## config.mk

```make
export PLATFORM = sky130hd
export DESIGN_NAME = accel_seq
export DESIGN_NICKNAME = d
export VERILOG_FILES = /design/src/rtl/seq_pkg.sv /design/src/rtl/seq_imem.sv /design/src/rtl/seq_issue.sv /design/src/rtl/seq_ctrl.sv /design/src/rtl/accel_seq.sv
export SDC_FILE = /design/constraint.sdc
export NUM_CORES = 1
export LEC_CHECK = 0
export BUFFER_PORTS_ARGS = -buffer_cell sky130_fd_sc_hd__buf_2
export CAP_MARGIN = 10
export CORE_AREA = 2 2 163 165
export CTS_CLUSTER_SIZE = 40
export DETAILED_ROUTE_END_ITERATION = 6
export DIE_AREA = 0 0 165 167
export PLACE_DENSITY_LB_ADDON = 0.05
export SKIP_CTS_REPAIR_TIMING = 1
export SYNTH_ARGS = -nofsm -noshare
export SYNTH_HDL_FRONTEND = slang
export SYNTH_SLANG_ARGS = --single-unit
```

## constraint.sdc

```tcl
create_clock -name clk -period 3.43 [get_ports clk]
set_input_delay 0.1715 -clock clk [delete_from_list [all_inputs] [get_ports clk]]
set_output_delay 0.1715 -clock clk [all_outputs]
set_load 0.01 [all_outputs]
```

## src/rtl/seq_pkg.sv

```systemverilog
package seq_pkg;
  localparam int INSTR_W = 16;
  localparam int OP_W    = 3;
  localparam int IMM_W   = INSTR_W - OP_W;
  localparam int N_UNITS = 4;
  localparam int UNIT_W  = $clog2(N_UNITS);

  localparam logic [OP_W-1:0] OP_END  = 3'b000;
  localparam logic [OP_W-1:0] OP_BASE = 3'b001;
  localparam logic [OP_W-1:0] OP_WGT  = 3'b010;
  localparam logic [OP_W-1:0] OP_STO  = 3'b101;

  typedef enum logic [2:0] {
    ST_IDLE, ST_RUN, ST_PULSE, ST_WAIT, ST_FIN, ST_ERR
  } seq_state_e;
endpackage

```

## src/rtl/seq_imem.sv

```systemverilog
module seq_imem #(
  parameter int DEPTH = 16,
  parameter int WIDTH = 16,
  localparam int AW = $clog2(DEPTH)
) (
  input  logic             clk,
  input  logic             rst_n,
  input  logic             wr_en,
  input  logic [AW-1:0]    wr_addr,
  input  logic [WIDTH-1:0] wr_data,
  input  logic [AW-1:0]    rd_addr,
  output logic [WIDTH-1:0] rd_data
);
  logic [WIDTH-1:0] mem_q [DEPTH];

  always_ff @(posedge clk or negedge rst_n) begin
    if (!rst_n) begin
      for (int i = 0; i < DEPTH; i++) mem_q[i] <= '0;
    end else if (wr_en) begin
      mem_q[wr_addr] <= wr_data;
    end
  end

  assign rd_data = mem_q[rd_addr];
endmodule

```

## src/rtl/seq_issue.sv

```systemverilog
module seq_issue
  import seq_pkg::*;
#(
  parameter int NU = N_UNITS,
  localparam int UW = $clog2(NU)
) (
  input  logic          clk,
  input  logic          rst_n,
  input  logic          pulse,
  input  logic [UW-1:0] unit_sel,
  input  logic [NU-1:0] done_vec,
  output logic [NU-1:0] go_vec,
  output logic          sel_done
);
  for (genvar g = 0; g < NU; g++) begin : g_go
    assign go_vec[g] = pulse && (unit_sel == UW'(g));
  end

  assign sel_done = done_vec[unit_sel];

  // never two units started at once
  p_go_onehot_r2: assert property (@(posedge clk) disable iff (!rst_n)
    $onehot0(go_vec));
endmodule

```

## src/rtl/seq_ctrl.sv

```systemverilog
module seq_ctrl
  import seq_pkg::*;
#(
  parameter int DEPTH = 16,
  localparam int AW = $clog2(DEPTH)
) (
  input  logic               clk,
  input  logic               rst_n,
  input  logic               start,
  input  logic [INSTR_W-1:0] instr,
  input  logic               sel_done,
  output logic [AW-1:0]      pc,
  output logic [IMM_W-1:0]   base_q,
  output logic [UNIT_W-1:0]  unit_q,
  output logic               pulse,
  output logic               busy,
  output logic               fin,
  output logic               err
);
  seq_state_e st_q;
  logic [OP_W-1:0]  op;
  logic [IMM_W-1:0] imm;
  logic             last;

  assign op   = instr[INSTR_W-1 -: OP_W];
  assign imm  = instr[IMM_W-1:0];
  assign last = (pc == AW'(DEPTH - 1));

  always_ff @(posedge clk or negedge rst_n) begin
    if (!rst_n) begin
      st_q   <= ST_IDLE;
      pc     <= '0;
      base_q <= '0;
      unit_q <= '0;
    end else begin
      unique case (st_q)
        ST_IDLE, ST_FIN, ST_ERR: begin
          if (start) begin
            pc   <= '0;
            st_q <= ST_RUN;
          end
        end
        ST_RUN: begin
          if (op == OP_BASE) begin
            base_q <= imm;
            if (last) st_q <= ST_FIN;
            else      pc <= pc + 1'b1;
          end else if (op == OP_END) begin
            st_q <= ST_FIN;
          end else if (op >= OP_WGT && op <= OP_STO) begin
            unit_q <= UNIT_W'(op - OP_WGT);
            st_q   <= ST_PULSE;
          end else begin
            st_q <= ST_ERR;
          end
        end
        ST_PULSE: st_q <= ST_WAIT;
        ST_WAIT: begin
          if (sel_done) begin
            if (last) st_q <= ST_FIN;
            else begin
              pc   <= pc + 1'b1;
              st_q <= ST_RUN;
            end
          end
        end
        default: st_q <= ST_IDLE;
      endcase
    end
  end

  assign pulse = (st_q == ST_PULSE);
  assign busy  = (st_q == ST_RUN) || (st_q == ST_PULSE) || (st_q == ST_WAIT);
  assign fin   = (st_q == ST_FIN);
  assign err   = (st_q == ST_ERR);

  // the two stop flags exclude each other
  p_flags_excl_r5: assert property (@(posedge clk) disable iff (!rst_n)
    !(fin && err));
  // a fault holds until a new start
  p_fault_sticky_r5: assert property (@(posedge clk) disable iff (!rst_n)
    (err && !start) |=> err);
  // base register frozen while not executing
  p_base_frozen_r1: assert property (@(posedge clk) disable iff (!rst_n)
    !busy |=> $stable(base_q));
  // a waiting instruction holds the program counter without its done
  p_wait_hold_r3: assert property (@(posedge clk) disable iff (!rst_n)
    (st_q == ST_WAIT && !sel_done) |=> (st_q == ST_WAIT && $stable(pc)));
endmodule

```

## src/rtl/accel_seq.sv

```systemverilog
module accel_seq
  import seq_pkg::*;
#(
  parameter int DEPTH = 16,
  localparam int AW = $clog2(DEPTH)
) (
  input  logic                clk,
  input  logic                rst_n,
  input  logic                prog_valid,
  output logic                prog_ready,
  input  logic [AW-1:0]       prog_addr,
  input  logic [INSTR_W-1:0]  prog_data,
  input  logic                start,
  input  logic [N_UNITS-1:0]  unit_done,
  output logic [N_UNITS-1:0]  unit_go,
  output logic [IMM_W-1:0]    base_addr,
  output logic                busy,
  output logic                finished,
  output logic                fault
);
  logic [AW-1:0]      pc;
  logic [INSTR_W-1:0] instr;
  logic [UNIT_W-1:0]  unit_sel;
  logic               pulse, sel_done;

  assign prog_ready = !busy;

  seq_imem #(.DEPTH(DEPTH), .WIDTH(INSTR_W)) u_imem (
    .clk, .rst_n,
    .wr_en  (prog_valid && prog_ready),
    .wr_addr(prog_addr),
    .wr_data(prog_data),
    .rd_addr(pc),
    .rd_data(instr)
  );

  seq_ctrl #(.DEPTH(DEPTH)) u_ctrl (
    .clk, .rst_n, .start, .instr, .sel_done,
    .pc, .base_q(base_addr), .unit_q(unit_sel), .pulse,
    .busy, .fin(finished), .err(fault)
  );

  seq_issue #(.NU(N_UNITS)) u_issue (
    .clk, .rst_n, .pulse, .unit_sel,
    .done_vec(unit_done), .go_vec(unit_go), .sel_done
  );

  // every start pulse is exactly one cycle long
  p_go_single_r2: assert property (@(posedge clk) disable iff (!rst_n)
    (|unit_go) |=> (unit_go == '0));
  // no unit is started outside a run
  p_no_go_idle_r7: assert property (@(posedge clk) disable iff (!rst_n)
    !busy |-> (unit_go == '0));
  // the write channel is closed while executing
  p_ready_run_r8: assert property (@(posedge clk) disable iff (!rst_n)
    (|unit_go) |-> !prog_ready);
endmodule

```

== Word-level counts from Yosys, hierarchy flattened ==
Index checks and enable logic that the tools add are counted.

* Input port bits: 28
* Register bits: 278
* Output and inout port bits: 21

* Add/sub/neg operators: 2
* Equality and inequality tests: 14
* $lt $le $gt $ge: 6
* Muxes and demuxes: 21
* Reduce and logical (&&, ||, !) cells: 19
* Bitwise logic cells: 4

{| class="wikitable"
|+ Operators with widths
! cell !! count
|-
| 256-bit bitwise mux || 1
|-
| 16-bit binary-select mux with 4-bit select || 1
|-
| 16-bit demux with 4-bit select || 1
|-
| 16-bit 2-to-1 mux || 3
|-
| 3-bit 2-to-1 mux || 7
|-
| 4-bit 2-to-1 mux || 4
|-
| 3-bit one-hot mux with 4 select lines || 1
|-
| 4-bit one-hot mux with 3 select lines || 1
|-
| 5-bit >= comparator (second input constant) || 2
|-
| 4-bit NOT with 5-bit output || 2
|-
| 4-bit AND reduction || 2
|-
| 1-bit logical AND || 7
|-
| 3-bit by 1-bit == test with 1-bit output (second input constant) || 2
|-
| 3-bit by 2-bit == test with 1-bit output (second input constant) || 2
|-
| 3-bit == test (second input constant) || 2
|-
| 3-bit zero test || 2
|-
| 5-bit by 1-bit less-than comparator with 1-bit output (second input constant) || 1
|-
| 4-bit by 1-bit adder with 4-bit output (second input constant) || 1
|-
| 2-bit == test (second input constant) || 2
|-
| 4-bit == test (second input constant) || 1
|-
| 2-bit inequality test (second input constant) || 2
|-
| 3-bit by 2-bit >= comparator with 1-bit output (second input constant) || 1
|-
| 3-bit less-or-equal comparator (second input constant) || 1
|-
| 2-bit by 3-bit less-than comparator with 1-bit output (second input constant) || 1
|-
| 14 further kinds || 16
|}

== Longest topological paths before layout ==
* Depth in word-level cells: 10
* Mapped depth: 10
* Mapped depth without buffers: 8

== Modules after synthesis ==
Synthesis repeated with hierarchy kept, for this count alone.

* Cell total of the unflattened synthesis: 813
* Area, all modules: 12791.0 um2

{| class="wikitable"
|+ By module, submodules not included
! module !! times used !! seq. area each (um2) !! cells each !! area an instance (um2)
|-
| seq_imem || 1 || 6406.1 || 712 || 11607.4
|-
| seq_ctrl || 1 || 550.5 || 94 || 1116.1
|-
| seq_issue || 1 || 0.0 || 5 || 57.6
|-
| accel_seq || 1 || 0.0 || 2 || 10.0
|}

== Worst setup path after synthesis ==
Ideal clock, no wire load.

* Kind: register to register
* Start: register u_ctrl.pc[1]
* End: register u_ctrl.base_q[2]
* Cell stages (with the launch flop): 7
* Arrival time: 2471 ps
* Data required time: 3305 ps
* Setup slack: 834 ps
* Cells stage by stage: dfrtp_1 buf_1 clkbuf_1 clkbuf_1 mux4_2 mux4_2 mux2_4

* Longest elaborated chain between the ends: 6

{| class="wikitable"
|+ Ends and longest elaborated chain
! what !! line !! text
|-
| from (decl) || seq_ctrl.sv:12 || <nowiki>output logic [AW-1:0] pc,</nowiki>
|-
| from (signal assigned) || seq_ctrl.sv:47 || <nowiki>else pc <= pc + 1'b1;</nowiki>
|-
| from (signal assigned) || seq_ctrl.sv:62 || <nowiki>pc <= pc + 1'b1;</nowiki>
|-
| 4-bit NOT with 5-bit output (implied by the code) (*) || seq_imem.sv:24 || <nowiki>assign rd_data = mem_q[rd_addr];</nowiki>
|-
| 16-bit binary-select mux with 4-bit select (*) || seq_imem.sv:24 ||
|-
| 16-bit 2-to-1 mux (implied by the code) (*) (2 in a row) || seq_imem.sv:24 ||
|-
| 3-bit by 1-bit == test with 1-bit output || seq_ctrl.sv:44 || <nowiki>if (op == OP_BASE) begin</nowiki>
|-
| 2-bit AND reduction (no source line) || -- ||
|-
| to (signal assigned) || seq_ctrl.sv:45 || <nowiki>base_q <= imm;</nowiki>
|-
| to (decl) || seq_ctrl.sv:13 || <nowiki>output logic [IMM_W-1:0] base_q,</nowiki>
|}

Mark *: on every way between the ends. The rest lies on a longest branch, timed or not. The select of a mux whose other input is x is not followed.
A chain may end at the register's enable or synchronous reset.

== Worst setup path in the final report ==
* Start: register u_ctrl.pc[1]
* End: register u_ctrl.base_q[1]

Same word-level chain as after synthesis.

==> impl_results.md <==
* Outcome: complete, but fails checks
* Failing checks: negative hold slack
* Die ar. at 27600 um2
* Unique masters post-synth at 43
* Worst reg-to-reg setup slack at 0.75 ns
* HP Class: input pin to register
* Least-Margin Pin Slew at 0.889 ns
* RSZ-0062 raised after global routing: no
* Overall power at 0.0130 W
* Hold Startpoint: start
* CP arrival at 3.11 ns
* Largest area contributor in the netlist: dfrtp_1
* Num CTS Buffers at 31
* Largest net degree at the start of global routing at 110
* Vias/cell at 5.93
* VDD IR max at 0.477 mV
* Slew headroom at 40.7%
* Final worst clock skew at 0.0111 ns
* Detailed-route wire length on metal 1 at 13.1 mm
* Crit-path max FO at 23
* Synthesis Warnings at 0
* Synthesized area at 12700 um2
* Starting Density at 49.3%
* Ranking of synthesized cells by area: dfrtp_1, mux2_1, mux4_2, mux2_2, mux2_4
* NumNets Final at 879
* Initial drt markers at 503
* Gr usage total at 22.7%
* Leak pwr at 6.45 nW
* Synth Register Bits at 278
* R2R Path End: u_ctrl.base_q[1]
* Routed len/inst at 24.5 um
* Clock transition at path regs at 0.06 ns
* Number of remaining DRC errors at 0
* PD cells at 895 nW/um2
* Die width at 165 um
* DRT Wirelength at 29.6 mm
* CP required at 3.86 ns
* Mapped Cells at 792
* Port Buffers at 48
* WHS Path Cells at 3
* Reg2reg path depth at 7
* Clk Latency, worst-skew pair at 0.55 ns
* Commonest cells after routing, fill and taps aside: dfrtp_1, mux2_1, mux2_2
* Post-route ant nets at 0
* Diode count at 0
* Synth top area share at 54.8%
* Syn nets at 823
* WHS at -0.0169 ns
* Startpoint types: register
* H-tree depth at 1
* Root Driver: clkbuf_16
* FFs w/ async S/R, synth at 100%
* Final setup vio count at 0
* Vias in the first global route at 7912
* Post-place setup slack at 0.761 ns
* Top Layer Used: met4
* Tcrit/Tclk final at 78.2%
* Slew Viols, Final at 0
* Crit end category: register
* Vias at 7157
* Drt pass-1 iters at 4
* CTS max path bufs at 3
* Initial antenna violation count at 0
* Share of cells above drive strength 1 at 39.1%
* Core area at 25800 um2
* HPWL after DPL at 18.2 mm
* Commonest non-fill, non-tap cell in the layout: dfrtp_1
* Slack of the critical path at 0.749 ns
* Met3 WL at 1.25 mm
* Routability Congestion at 0.741
* Min Clock Period, post-route at 2.68 ns
* Seq/Total Area, Yosys at 54.8%
* Post-Layout Cell Count at 1207
* Layout area overhead at 14.0%
* First-pass GRT wire length at 47.3 mm
* Routed wl met2 at 14.5 mm
* Setup tns final at 0 ns
* Worst R2R Start: u_ctrl.pc[1]
* Syn avg cell area at 16.0 um2
* Max-Cap Viols at 0
* Fmax at 373 MHz
* Fin util at 56.2%
* CTS tree: built
* GRT overflow at 0
* Main synth FF type: dfrtp_1
* Hold Path End: u_ctrl.st_q[0]
* Post-synth EDFFs at 0
* I/O pins at 49
* Die H at 167 um
* Dpl cells at 1149
* Kind of critical path: register to register
* Row count at 59
* Endpoints failing hold at 1
* Clock Sink Count at 278
how the worst max path moves through the flow:
stage | slack (ns) | end | cells past startpoint | from
3_5_place_dp | 0.76 | u_ctrl.base_q[1] | 7 | u_ctrl.pc[1]
6_report | 0.75 | u_ctrl.base_q[1] | 7 | u_ctrl.pc[1]
3_3_place_gp | 0.79 | u_ctrl.base_q[12] | 7 | u_ctrl.pc[1]
5_1_grt | 0.61 | u_ctrl.base_q[1] | 7 | u_ctrl.pc[1]
4_1_cts | 0.75 | u_ctrl.base_q[12] | 7 | u_ctrl.pc[1]
2_1_floorplan | 0.83 | u_ctrl.base_q[2] | 6 | u_ctrl.pc[1]
kinds of logic (layout without fill, tap and decap cells):
logic type      after synthesis  count (layout)  synth area share, %
buf+inv                      67             147                 2.38
fa+ha+maj                     3               3                0.295
simple gates                 72              72                 3.29
flops                       278             278                 54.8
compound gates               25              25                 1.32
mux                         347             347                 38.0
through the flow:
stage	hold slack, ns	area, um2
floorplan	-0.124	12700
global placement	0.258	13500
detailed placement	0.272	13500
CTS	-0.320	14500
global route	0.00636	14500
finish	-0.0169	14500
metal layers:
layer  track usage [%]  vias to the layer above
li1                  -                     3088
met2              37.4                      144
met5                 0                        -
met3              2.42                       53
met4              5.41                        0
met1              32.5                     3872
cell usage after synthesis, types with 2 or more instances:
cell and instances:
nand2b_1 6, inv_1 6, nand4_1 3, nand2_1 13, a31oi_1 2, mux4_2 78, a22oi_1 4, dfrtp_1 278
mux2_4 10, buf_6 3, nor2_1 16, nor2b_1 4, and3_1 4, mux2_1 156, buf_2 14, ha_1 3
buf_1 4, mux2_2 103, nand4b_1 3, nor4_1 3, or3_1 2, o31ai_1 2, buf_4 3, and3_4 2
nor3_2 3, a21oi_1 2, clkbuf_1 36, o21ai_0 4, nand3_1 8, o21ai_1 4
sequential cells by signal, indices dropped and copies added (netlist names):
name / count
u_ctrl.unit_q: 2
u_ctrl.st_q: 3
u_ctrl.pc: 4
u_ctrl.base_q: 13
u_imem.mem_q: 256
where the power goes:
part,total (W),switching [W],internal (W),leakage (nW)
clock,0.00327,0.00129,0.00198,0.510
combinational,0.00391,0.00151,0.00240,2.40
sequential,0.00577,0.000898,0.00487,3.54
total,0.0130,0.00370,0.00925,6.45
critical path, cell delays in order, from the launching register on:
cell,delay (ns)
dfrtp_2,0.73
mux4_2,0.39
a22oi_1,0.20
and3_4,0.25
nand2_4,0.07
nor4_4,0.30
buf_12,0.24
mux2_2,0.36
area by class of cell:
class	instances	area (um2)
fill	2028	11300
sequential	278	6960
multi-input combinational	447	5490
clock buffer	47	916
timing repair buffer	83	566
tap	335	419
clock inverter	10	108
inverter	7	26.3
Note: power is estimated with default switching activity, not from simulation.
